**src/rtl/sram_async_ctrl_pkg.sv**
```systemverilog
`timescale 1ns/1ps
package sram_async_ctrl_pkg;

    typedef enum logic [2:0] {
        PH_IDLE   = 3'd0,
        PH_READ   = 3'd1,
        PH_TURN   = 3'd2,
        PH_WPULSE = 3'd3,
        PH_WHOLD  = 3'd4
    } phase_e;

    typedef struct packed {
        logic cs1_n;
        logic cs2_n;
        logic oe_n;
        logic we_n;
        logic drive;
    } strobe_t;

    function automatic int unsigned ns_to_cycles(input int unsigned ns, input int unsigned clk_ns);
        int unsigned c;
        c = (ns + clk_ns - 1) / clk_ns;
        return (c == 0) ? 1 : c;
    endfunction

    function automatic int unsigned max3(input int unsigned a, input int unsigned b, input int unsigned c);
        int unsigned m;
        m = (a > b) ? a : b;
        return (m > c) ? m : c;
    endfunction

    function automatic strobe_t strobes_for(input phase_e ph);
        strobe_t s;
        s.cs1_n = (ph == PH_IDLE);
        s.cs2_n = (ph == PH_IDLE);
        s.oe_n  = (ph != PH_READ);
        s.we_n  = (ph != PH_WPULSE);
        s.drive = (ph == PH_WPULSE) || (ph == PH_WHOLD);
        return s;
    endfunction

endpackage

```
**src/rtl/sram_async_ctrl_seq.sv**
```systemverilog
`timescale 1ns/1ps
module sram_async_ctrl_seq
    import sram_async_ctrl_pkg::*;
#(
    parameter int unsigned RD_CYC = 9,
    parameter int unsigned TA_CYC = 3,
    parameter int unsigned WP_CYC = 5
) (
    input  logic    clk,
    input  logic    rst,
    input  logic    start,
    input  logic    start_we,
    output phase_e  phase,
    output logic    idle,
    output logic    fin,
    output strobe_t pins
);
    localparam int unsigned CNT_MAX = max3(RD_CYC, TA_CYC, WP_CYC);
    localparam int unsigned CNT_W   = $clog2(CNT_MAX + 1);
    localparam logic [CNT_W-1:0] RD_LD = CNT_W'(RD_CYC - 1);
    localparam logic [CNT_W-1:0] TA_LD = CNT_W'(TA_CYC - 1);
    localparam logic [CNT_W-1:0] WP_LD = CNT_W'(WP_CYC - 1);

    phase_e ph_q, ph_d;
    logic [CNT_W-1:0] cnt_q, cnt_d;
    logic cnt_zero;

    assign cnt_zero = (cnt_q == '0);
    assign phase    = ph_q;
    assign idle     = (ph_q == PH_IDLE);

    always_comb begin
        ph_d  = ph_q;
        cnt_d = cnt_q;
        fin   = 1'b0;
        unique case (ph_q)
            PH_IDLE: begin
                if (start) begin
                    ph_d  = start_we ? PH_TURN : PH_READ;
                    cnt_d = start_we ? TA_LD : RD_LD;
                end
            end
            PH_READ: begin
                if (cnt_zero) begin
                    ph_d = PH_IDLE;
                    fin  = 1'b1;
                end else begin
                    cnt_d = cnt_q - CNT_W'(1);
                end
            end
            PH_TURN: begin
                if (cnt_zero) begin
                    ph_d  = PH_WPULSE;
                    cnt_d = WP_LD;
                end else begin
                    cnt_d = cnt_q - CNT_W'(1);
                end
            end
            PH_WPULSE: begin
                if (cnt_zero) begin
                    ph_d = PH_WHOLD;
                end else begin
                    cnt_d = cnt_q - CNT_W'(1);
                end
            end
            PH_WHOLD: begin
                ph_d = PH_IDLE;
                fin  = 1'b1;
            end
            default: ph_d = PH_IDLE;
        endcase
    end

    always_ff @(posedge clk) begin
        if (rst) begin
            ph_q  <= PH_IDLE;
            cnt_q <= '0;
            pins  <= strobes_for(PH_IDLE);
        end else begin
            ph_q  <= ph_d;
            cnt_q <= cnt_d;
            pins  <= strobes_for(ph_d);
        end
    end
endmodule

```
**src/rtl/sram_async_ctrl_cmd.sv**
```systemverilog
`timescale 1ns/1ps
module sram_async_ctrl_cmd #(
    parameter int unsigned ADDR_W = 14,
    parameter int unsigned DATA_W = 4
) (
    input  logic              clk,
    input  logic              rst,
    input  logic              start,
    input  logic [ADDR_W-1:0] addr,
    input  logic [DATA_W-1:0] wdata,
    output logic [ADDR_W-1:0] ram_addr,
    output logic [DATA_W-1:0] ram_dq_o
);
    typedef struct packed {
        logic [ADDR_W-1:0] addr;
        logic [DATA_W-1:0] data;
    } cmd_t;

    cmd_t cmd_q;

    always_ff @(posedge clk) begin
        if (rst) begin
            cmd_q <= '0;
        end else if (start) begin
            cmd_q <= '{addr: addr, data: wdata};
        end
    end

    assign ram_addr = cmd_q.addr;
    assign ram_dq_o = cmd_q.data;
endmodule

```
**src/rtl/sram_async_ctrl_rdcap.sv**
```systemverilog
`timescale 1ns/1ps
module sram_async_ctrl_rdcap #(
    parameter int unsigned DATA_W = 4
) (
    input  logic              clk,
    input  logic              rst,
    input  logic              fin,
    input  logic              is_read,
    input  logic [DATA_W-1:0] dq_i,
    output logic              ack,
    output logic [DATA_W-1:0] rdata
);
    always_ff @(posedge clk) begin
        if (rst) begin
            ack   <= 1'b0;
            rdata <= '0;
        end else begin
            ack <= fin;
            if (fin && is_read) begin
                rdata <= dq_i;
            end
        end
    end
endmodule

```
**src/rtl/sram_async_ctrl.sv**
```systemverilog
`timescale 1ns/1ps
module sram_async_ctrl
    import sram_async_ctrl_pkg::*;
#(
    parameter int unsigned ADDR_W   = 14,
    parameter int unsigned DATA_W   = 4,
    parameter int unsigned CLK_NS   = 10,
    parameter int unsigned T_RC_NS  = 85,
    parameter int unsigned T_AA_NS  = 85,
    parameter int unsigned T_ACS_NS = 85,
    parameter int unsigned T_OE_NS  = 55,
    parameter int unsigned T_HZ_NS  = 30,
    parameter int unsigned T_WP_NS  = 50
) (
    input  logic              clk,
    input  logic              rst,
    input  logic              host_req,
    input  logic              host_we,
    input  logic [ADDR_W-1:0] host_addr,
    input  logic [DATA_W-1:0] host_wdata,
    output logic              host_ack,
    output logic [DATA_W-1:0] host_rdata,
    output logic [ADDR_W-1:0] ram_addr,
    output logic              ram_cs1_n,
    output logic              ram_cs2_n,
    output logic              ram_oe_n,
    output logic              ram_we_n,
    output logic [DATA_W-1:0] ram_dq_o,
    output logic              ram_dq_oe,
    input  logic [DATA_W-1:0] ram_dq_i
);
    localparam int unsigned RD_CYC =
        ns_to_cycles(max3(T_RC_NS, T_AA_NS, max3(T_ACS_NS, T_OE_NS, 0)), CLK_NS);
    localparam int unsigned TA_CYC = ns_to_cycles(T_HZ_NS, CLK_NS);
    localparam int unsigned WP_CYC = ns_to_cycles(T_WP_NS, CLK_NS);

    phase_e  phase;
    logic    idle;
    logic    fin;
    logic    start;
    strobe_t pins;

    assign start = host_req && idle;

    sram_async_ctrl_seq #(
        .RD_CYC(RD_CYC),
        .TA_CYC(TA_CYC),
        .WP_CYC(WP_CYC)
    ) seq_i (
        .clk      (clk),
        .rst      (rst),
        .start    (start),
        .start_we (host_we),
        .phase    (phase),
        .idle     (idle),
        .fin      (fin),
        .pins     (pins)
    );

    sram_async_ctrl_cmd #(
        .ADDR_W(ADDR_W),
        .DATA_W(DATA_W)
    ) cmd_i (
        .clk      (clk),
        .rst      (rst),
        .start    (start),
        .addr     (host_addr),
        .wdata    (host_wdata),
        .ram_addr (ram_addr),
        .ram_dq_o (ram_dq_o)
    );

    sram_async_ctrl_rdcap #(
        .DATA_W(DATA_W)
    ) rdcap_i (
        .clk     (clk),
        .rst     (rst),
        .fin     (fin),
        .is_read (phase == PH_READ),
        .dq_i    (ram_dq_i),
        .ack     (host_ack),
        .rdata   (host_rdata)
    );

    assign ram_cs1_n = pins.cs1_n;
    assign ram_cs2_n = pins.cs2_n;
    assign ram_oe_n  = pins.oe_n;
    assign ram_we_n  = pins.we_n;
    assign ram_dq_oe = pins.drive;
endmodule

```
**config.mk**
```make
export PLATFORM = sky130hd
export DESIGN_NAME = sram_async_ctrl
export DESIGN_NICKNAME = d
export VERILOG_FILES = /design/src/rtl/sram_async_ctrl_pkg.sv /design/src/rtl/sram_async_ctrl_seq.sv /design/src/rtl/sram_async_ctrl_cmd.sv /design/src/rtl/sram_async_ctrl_rdcap.sv /design/src/rtl/sram_async_ctrl.sv
export SDC_FILE = /design/constraint.sdc
export NUM_CORES = 1
export LEC_CHECK = 0
export BUFFER_PORTS_ARGS = -buffer_cell sky130_fd_sc_hd__buf_4
export CAP_MARGIN = 20
export CORE_UTILIZATION = 25
export CTS_CLUSTER_SIZE = 12
export DETAILED_ROUTE_END_ITERATION = 10
export GPL_TIMING_DRIVEN = 0
export PLACE_DENSITY = 0.44
export SLEW_MARGIN = 25
export SYNTH_ARGS = -nofsm -noshare
export SYNTH_HDL_FRONTEND = slang
export SYNTH_SLANG_ARGS = --single-unit
```
**constraint.sdc**
```tcl
create_clock -name clk -period 3.6 [get_ports clk]
set_input_delay 0 -clock clk [delete_from_list [all_inputs] [get_ports clk]]
set_output_delay 0 -clock clk [all_outputs]
set_load 0.01 [all_outputs]
```
After elaboration in Yosys (flattened, before gate mapping)
Cells that the tools add are included.
{"block": "totals", "register_bits": 34, "latchBits": 0, "ram_bits": 0, "mem_bits_ro": 0, "output_inout_bits": 28, "elab_cells": 43, "n_memories": 0}
{"block": "op_classes", "addsub": 1, "mul": 0, "div": 0, "magnitude_cmp": 0, "eq_ne": 10, "shifts": 0, "muxes": 13, "bitwise_logic": 0, "n_reduce_logical": 9}
{"cell": "4-bit two-way mux", "n": 4}
{"cell": "3-bit two-way mux", "n": 4}
{"cell": "3-bit one-hot mux with 4 select lines", "n": 1}
{"cell": "4-bit one-hot mux with 3 select lines", "n": 1}
{"cell": "3-bit by 2-bit equality test with 1-bit output (second input constant)", "n": 3}
{"cell": "3-bit equality test (second input constant)", "n": 2}
{"cell": "3-bit logical NOT", "n": 2}
{"cell": "4-bit logical NOT", "n": 1}
{"cell": "4-bit by 1-bit subtractor with 4-bit output (second input constant)", "n": 1}
{"cell": "3-bit by 1-bit equality test with 1-bit output (second input constant)", "n": 1}
{"cell": "3-bit by 1-bit inequality test with 1-bit output (second input constant)", "n": 1}
{"cell": "3-bit by 2-bit inequality test with 1-bit output (second input constant)", "n": 1}
{"cell": "3-bit AND reduction", "n": 1}
{"cell": "3-bit nonzero test", "n": 1}
{"cell": "1-bit logical AND", "n": 2}
{"cell": "2-bit two-way mux", "n": 1}
{"cell": "2-bit by 1-bit inequality test with 1-bit output (second input constant)", "n": 1}
{"cell": "2-bit inequality test (second input constant)", "n": 1}
{"cell": "1-bit one-hot mux with 2 select lines", "n": 1}
{"cell": "2-bit OR reduction", "n": 1}
{"cell": "1-bit logical OR", "n": 1}
{"cell": "1-bit two-way mux", "n": 1}

Longest topological paths before layout
{"block": "logic_depth", "ltp_word": 6, "mapped_depth": 6, "depth_no_buf": 6}

Modules after synthesis
A second synthesis with hierarchy kept.
{"block": "unflattened", "cells_unflattened": 150, "hier_area_um2": 1450.1}
{"module": "sram_async_ctrl_cmd", "n_inst": 1, "cells_each": 58, "area_each_um2": 649.4}
{"module": "sram_async_ctrl_seq", "n_inst": 1, "cells_each": 70, "area_each_um2": 579.3}
{"module": "sram_async_ctrl_rdcap", "n_inst": 1, "cells_each": 20, "area_each_um2": 202.7}
{"module": "sram_async_ctrl", "n_inst": 1, "cells_each": 2, "area_each_um2": 18.8}

Worst setup path before layout
Ideal clock, no wire load.
{"block": "synth_timing", "kind": "register to register", "startpoint": "reg seq_i.cnt_q[0]", "endpoint": "reg seq_i.cnt_q[1]", "arrival_time_ns": 1.519, "path_slack_ns": 1.953, "path_stages_with_launch": 7, "n_path_buf": 0, "period_less_slack_ns": 1.647, "path_cell_list": "dfxtp_1 -> inv_1 -> ha_1 -> nor4bb_4 -> or3_4 -> a221oi_2 -> nor2_1"}
{"block": "synth_between", "elab_chain_cells": 3, "word_cells_on_any_way": 7, "classes_between": "1 x add/sub; 1 x eq/ne; 3 x mux; 2 x reduce/logical"}
{"item": "start, declared", "line_no": "sram_async_ctrl_seq.sv:25", "rtl": "logic [CNT_W-1:0] cnt_q, cnt_d;"}
{"item": "start signal, assigned", "line_no": "sram_async_ctrl_seq.sv:81", "rtl": "cnt_q <= cnt_d;"}
{"item": "4-bit by 1-bit subtractor with 4-bit output / 4-bit logical NOT (equally long branches)"}
{"item": "4-bit two-way mux, or another cell as far along", "line_no": "sram_async_ctrl_seq.sv:44, sram_async_ctrl_seq.sv:60"}
{"item": "4-bit one-hot mux with 3 select lines / 3-bit AND reduction (equally long branches)"}
Several ways; a longest one is shown, not always the timed one. The select of a mux whose other input is x is not followed.
A chain may end at the register's enable or synchronous reset.

Worst setup path in the final report
Same ends and word-level chain as after synthesis.

==> flow_summary.toml <==
[synth]
synth_edf_count = 0
yosys.area.top_type = "dfxtp_1"
synth-warning-count = 0
ys_seq_area_share_pct = 49.0
synthCells = 163
synth_area_leaders = "dfxtp_1 49%, nand2_1 12%, a21oi_1 9.0%"
synth_area_um2 = 1390
synth-seq-cells = 34
syn_area_per_cell_um2 = 8.52
async_flop_share_pct = 0
synth_nets = 190
synth.top_cell.area_share_pct = 49.0
synth_flop_cell = "dfxtp_1"
synth_cell_types = 31

[hold_path]
hold_depth = 4
hold_end = "seq_i.pins[4]$_SDFF_PP1_"
hp-class = "primary input to flip-flop"
hp-start = "host_req"

[setup_path]
crit_type = "flip-flop to flip-flop"
startpoint_type = "flip-flop"
crit_path_max_fanout = 7
critPathBufInv = 1
slowest_stage = "dfxtp_1"
rr_worst_depth = 6
reg2reg_from = "seq_i.cnt_q[0]$_SDFFE_PP0P_"
endpoint_kind = "flip-flop"
arrival_ns = 1.97
cp_num_cells = 6
r2r-end = "seq_i.cnt_q[1]$_SDFFE_PP0P_"
r2r_slack_ns = 1.79
slowest_delay_ns = 0.42
cp.required_ns = 3.76
cp_cell_sequence = "inv_1, ha_1, nor4bb_4, or3_4, a221oi_2, nor2_1"
critical-path-top-delay-family = "simple AND/OR/NAND/NOR gates"

[floorplanning]
die_w_um = 76.5
rows = 26
core_region_area_um2 = 5240
die_h_um = 76.5
start_util_pct = 26.5
die-area_um2 = 5860
pin_count = 54

[timing]
fmax_ghz = 0.554
layout_min_cycle_time_ns = 1.81
post-route-period-util_pct = 50.1
clock_skew_ns = 0.00925
worst_slew_pin_slew_ns = 0.495
worst_slack_ns = 1.79
rsz0062_at_grt = "no"
drv_slew = 0
slew_headroom_pct = 67.0
setup_violations = 0
tns_ns = 0
hold_viol_final = 0

[cts]
clock-sinks = 34
clockBufferDepth = 2
cts_resized = 0
clkLatencyLatePin_ns = 0.28
htreeDepth = 2
post-cts-setup-buffers = 0
cts-root-buf = "clkbuf_8"
tritoncts = "done"
clk_pin_slew_ns = 0.08
cts_made_buffers = 5

[cells_and_area]
num_antenna_cells = 0
nets = 274
fin_util_pct = 42.5
final_cell_mix = "54 x buf_4, 46 x nand2_1, 34 x dfxtp_1"
syn_to_final_growth_pct = 60.1
final_cells = 318
final_common_cell = "buf_4"
drive_gt1_share_pct = 31.5

[pwr]
p_total_w = 0.00152
leakagePower_nw = 0.951
power.density_nw_per_um2 = 684
ir_worst_vdd_v = 0.000218

[global_routing]
grt_overflow = 0
grt_pass1_wl_um = 6000
grt.total_usage_pct = 13.1
grt_pass1_vias = 1309
grt_max_degree = 12
antenna_found_initial = 0

[drt]
drt-total-wl_um = 3680
avgViaCountPerCell = 4.27
drt-pass1-iter-count = 4
dr_total_vias = 1359
wl_per_cell_um = 11.6
drt_iter0_markers = 27
drc = 0
final_antenna_net_count = 0

[run]
maxCapViolCount = 0

[placement]
dp_cells = 286
gp_congestion = 0.757
dpl.hpwl_um = 2480
pre_cts_slack_ns = 1.79
io_buffers = 53

[outcome]
status = "finished clean"
-- worst register-to-register path, cell delays in order (launching register included) --
cell and delay, ns:
dfxtp_1 0.42, inv_1 0.07, ha_1 0.26, nor4bb_4 0.22, or3_4 0.40, a221oi_2 0.27
nor2_1 0.06
-- power breakdown --
group / internal [W] / switching, W
Combinational: 0.000315 / 0.000332
Sequential: 0.000465 / 0.0000654
Clock: 0.000204 / 0.000139
Total: 0.000984 / 0.000537
-- per-layer routing --
layer | routed length [um] | part of all wire [%] | global-route usage, %
met1 | 1670 | 45 | 14.5
met2 | 1780 | 48 | 23.1
met3 | 172 | 4.7 | 3.47
met4 | 58 | 1.6 | 6.35
met5 | 0 | 0 | 0
-- stage by stage --
step,instance area [um2],hold WS (ns)
after floorplan,1390,0.136
after global placement,1870,0.248
after detailed placement,1870,0.254
after CTS,2220,0.195
after global routing,2220,0.221
final,2220,0.194
-- flip-flops by register name (all words and copies together), names as in the netlist --
name	count
cmd_i.ram_addr	14
cmd_i.ram_dq_o	4
rdcap_i.ack	1
rdcap_i.rdata	4
seq_i.cnt_q	4
seq_i.phase	3
seq_i.pins	4
-- kinds of logic (layout without fill, tap and decap cells) --
kind of cell             count (synthesis)  in the layout  share of synthesized area [%]
flip-flops                              34             34                           49.0
buffers and inverters                   15            100                           4.69
multiplexers                             3              3                           2.34
AO/OA/AOI/OAI                           33             33                           14.4
XOR/XNOR                                 1              1                          0.631
adder cells (fa/ha/maj)                  1              1                          0.901
AND/OR/NAND/NOR                         76             76                           28.0
-- Yosys cell counts (4+ instances only) --
cell and number:
nand2_1 46, nand3_1 5, buf_2 4, clkbuf_1 5, a21oi_1 25, nor2_1 9
inv_1 5, dfxtp_1 34
-- timing repair --
| item | in CTS | in global routing |
|---|---|---|
| endpoints found under the setup margin | 0 | 0 |
| hold endpoints to repair | 24 | 0 |
| hold buffers | 24 | 0 |
-- layout make-up --
type                            instances  area, um2
Sequential cell                        34        681
Buffer                                 10       46.3
Fill cell                             542       3010
Inverter                                5       18.8
Clock buffer                            5       68.8
Timing Repair Buffer                   77        638
Clock inverter                          3       40.0
Tap cell                               70       87.6
Multi-Input combinational cell        114        643
-- worst max-delay path by stage --
stage	startpoint	to	slack (ns)
CTS	seq_i.cnt_q[0]$_SDFFE_PP0P_	seq_i.cnt_q[1]$_SDFFE_PP0P_	1.79
global placement	seq_i.cnt_q[0]$_SDFFE_PP0P_	seq_i.cnt_q[1]$_SDFFE_PP0P_	1.79
floorplan	seq_i.cnt_q[0]$_SDFFE_PP0P_	seq_i.cnt_q[1]$_SDFFE_PP0P_	1.95
finish	seq_i.cnt_q[0]$_SDFFE_PP0P_	seq_i.cnt_q[1]$_SDFFE_PP0P_	1.79
detailed placement	seq_i.cnt_q[0]$_SDFFE_PP0P_	seq_i.cnt_q[1]$_SDFFE_PP0P_	1.79
global route	seq_i.cnt_q[0]$_SDFFE_PP0P_	seq_i.cnt_q[1]$_SDFFE_PP0P_	1.67
(Power assumes the default switching activity.)
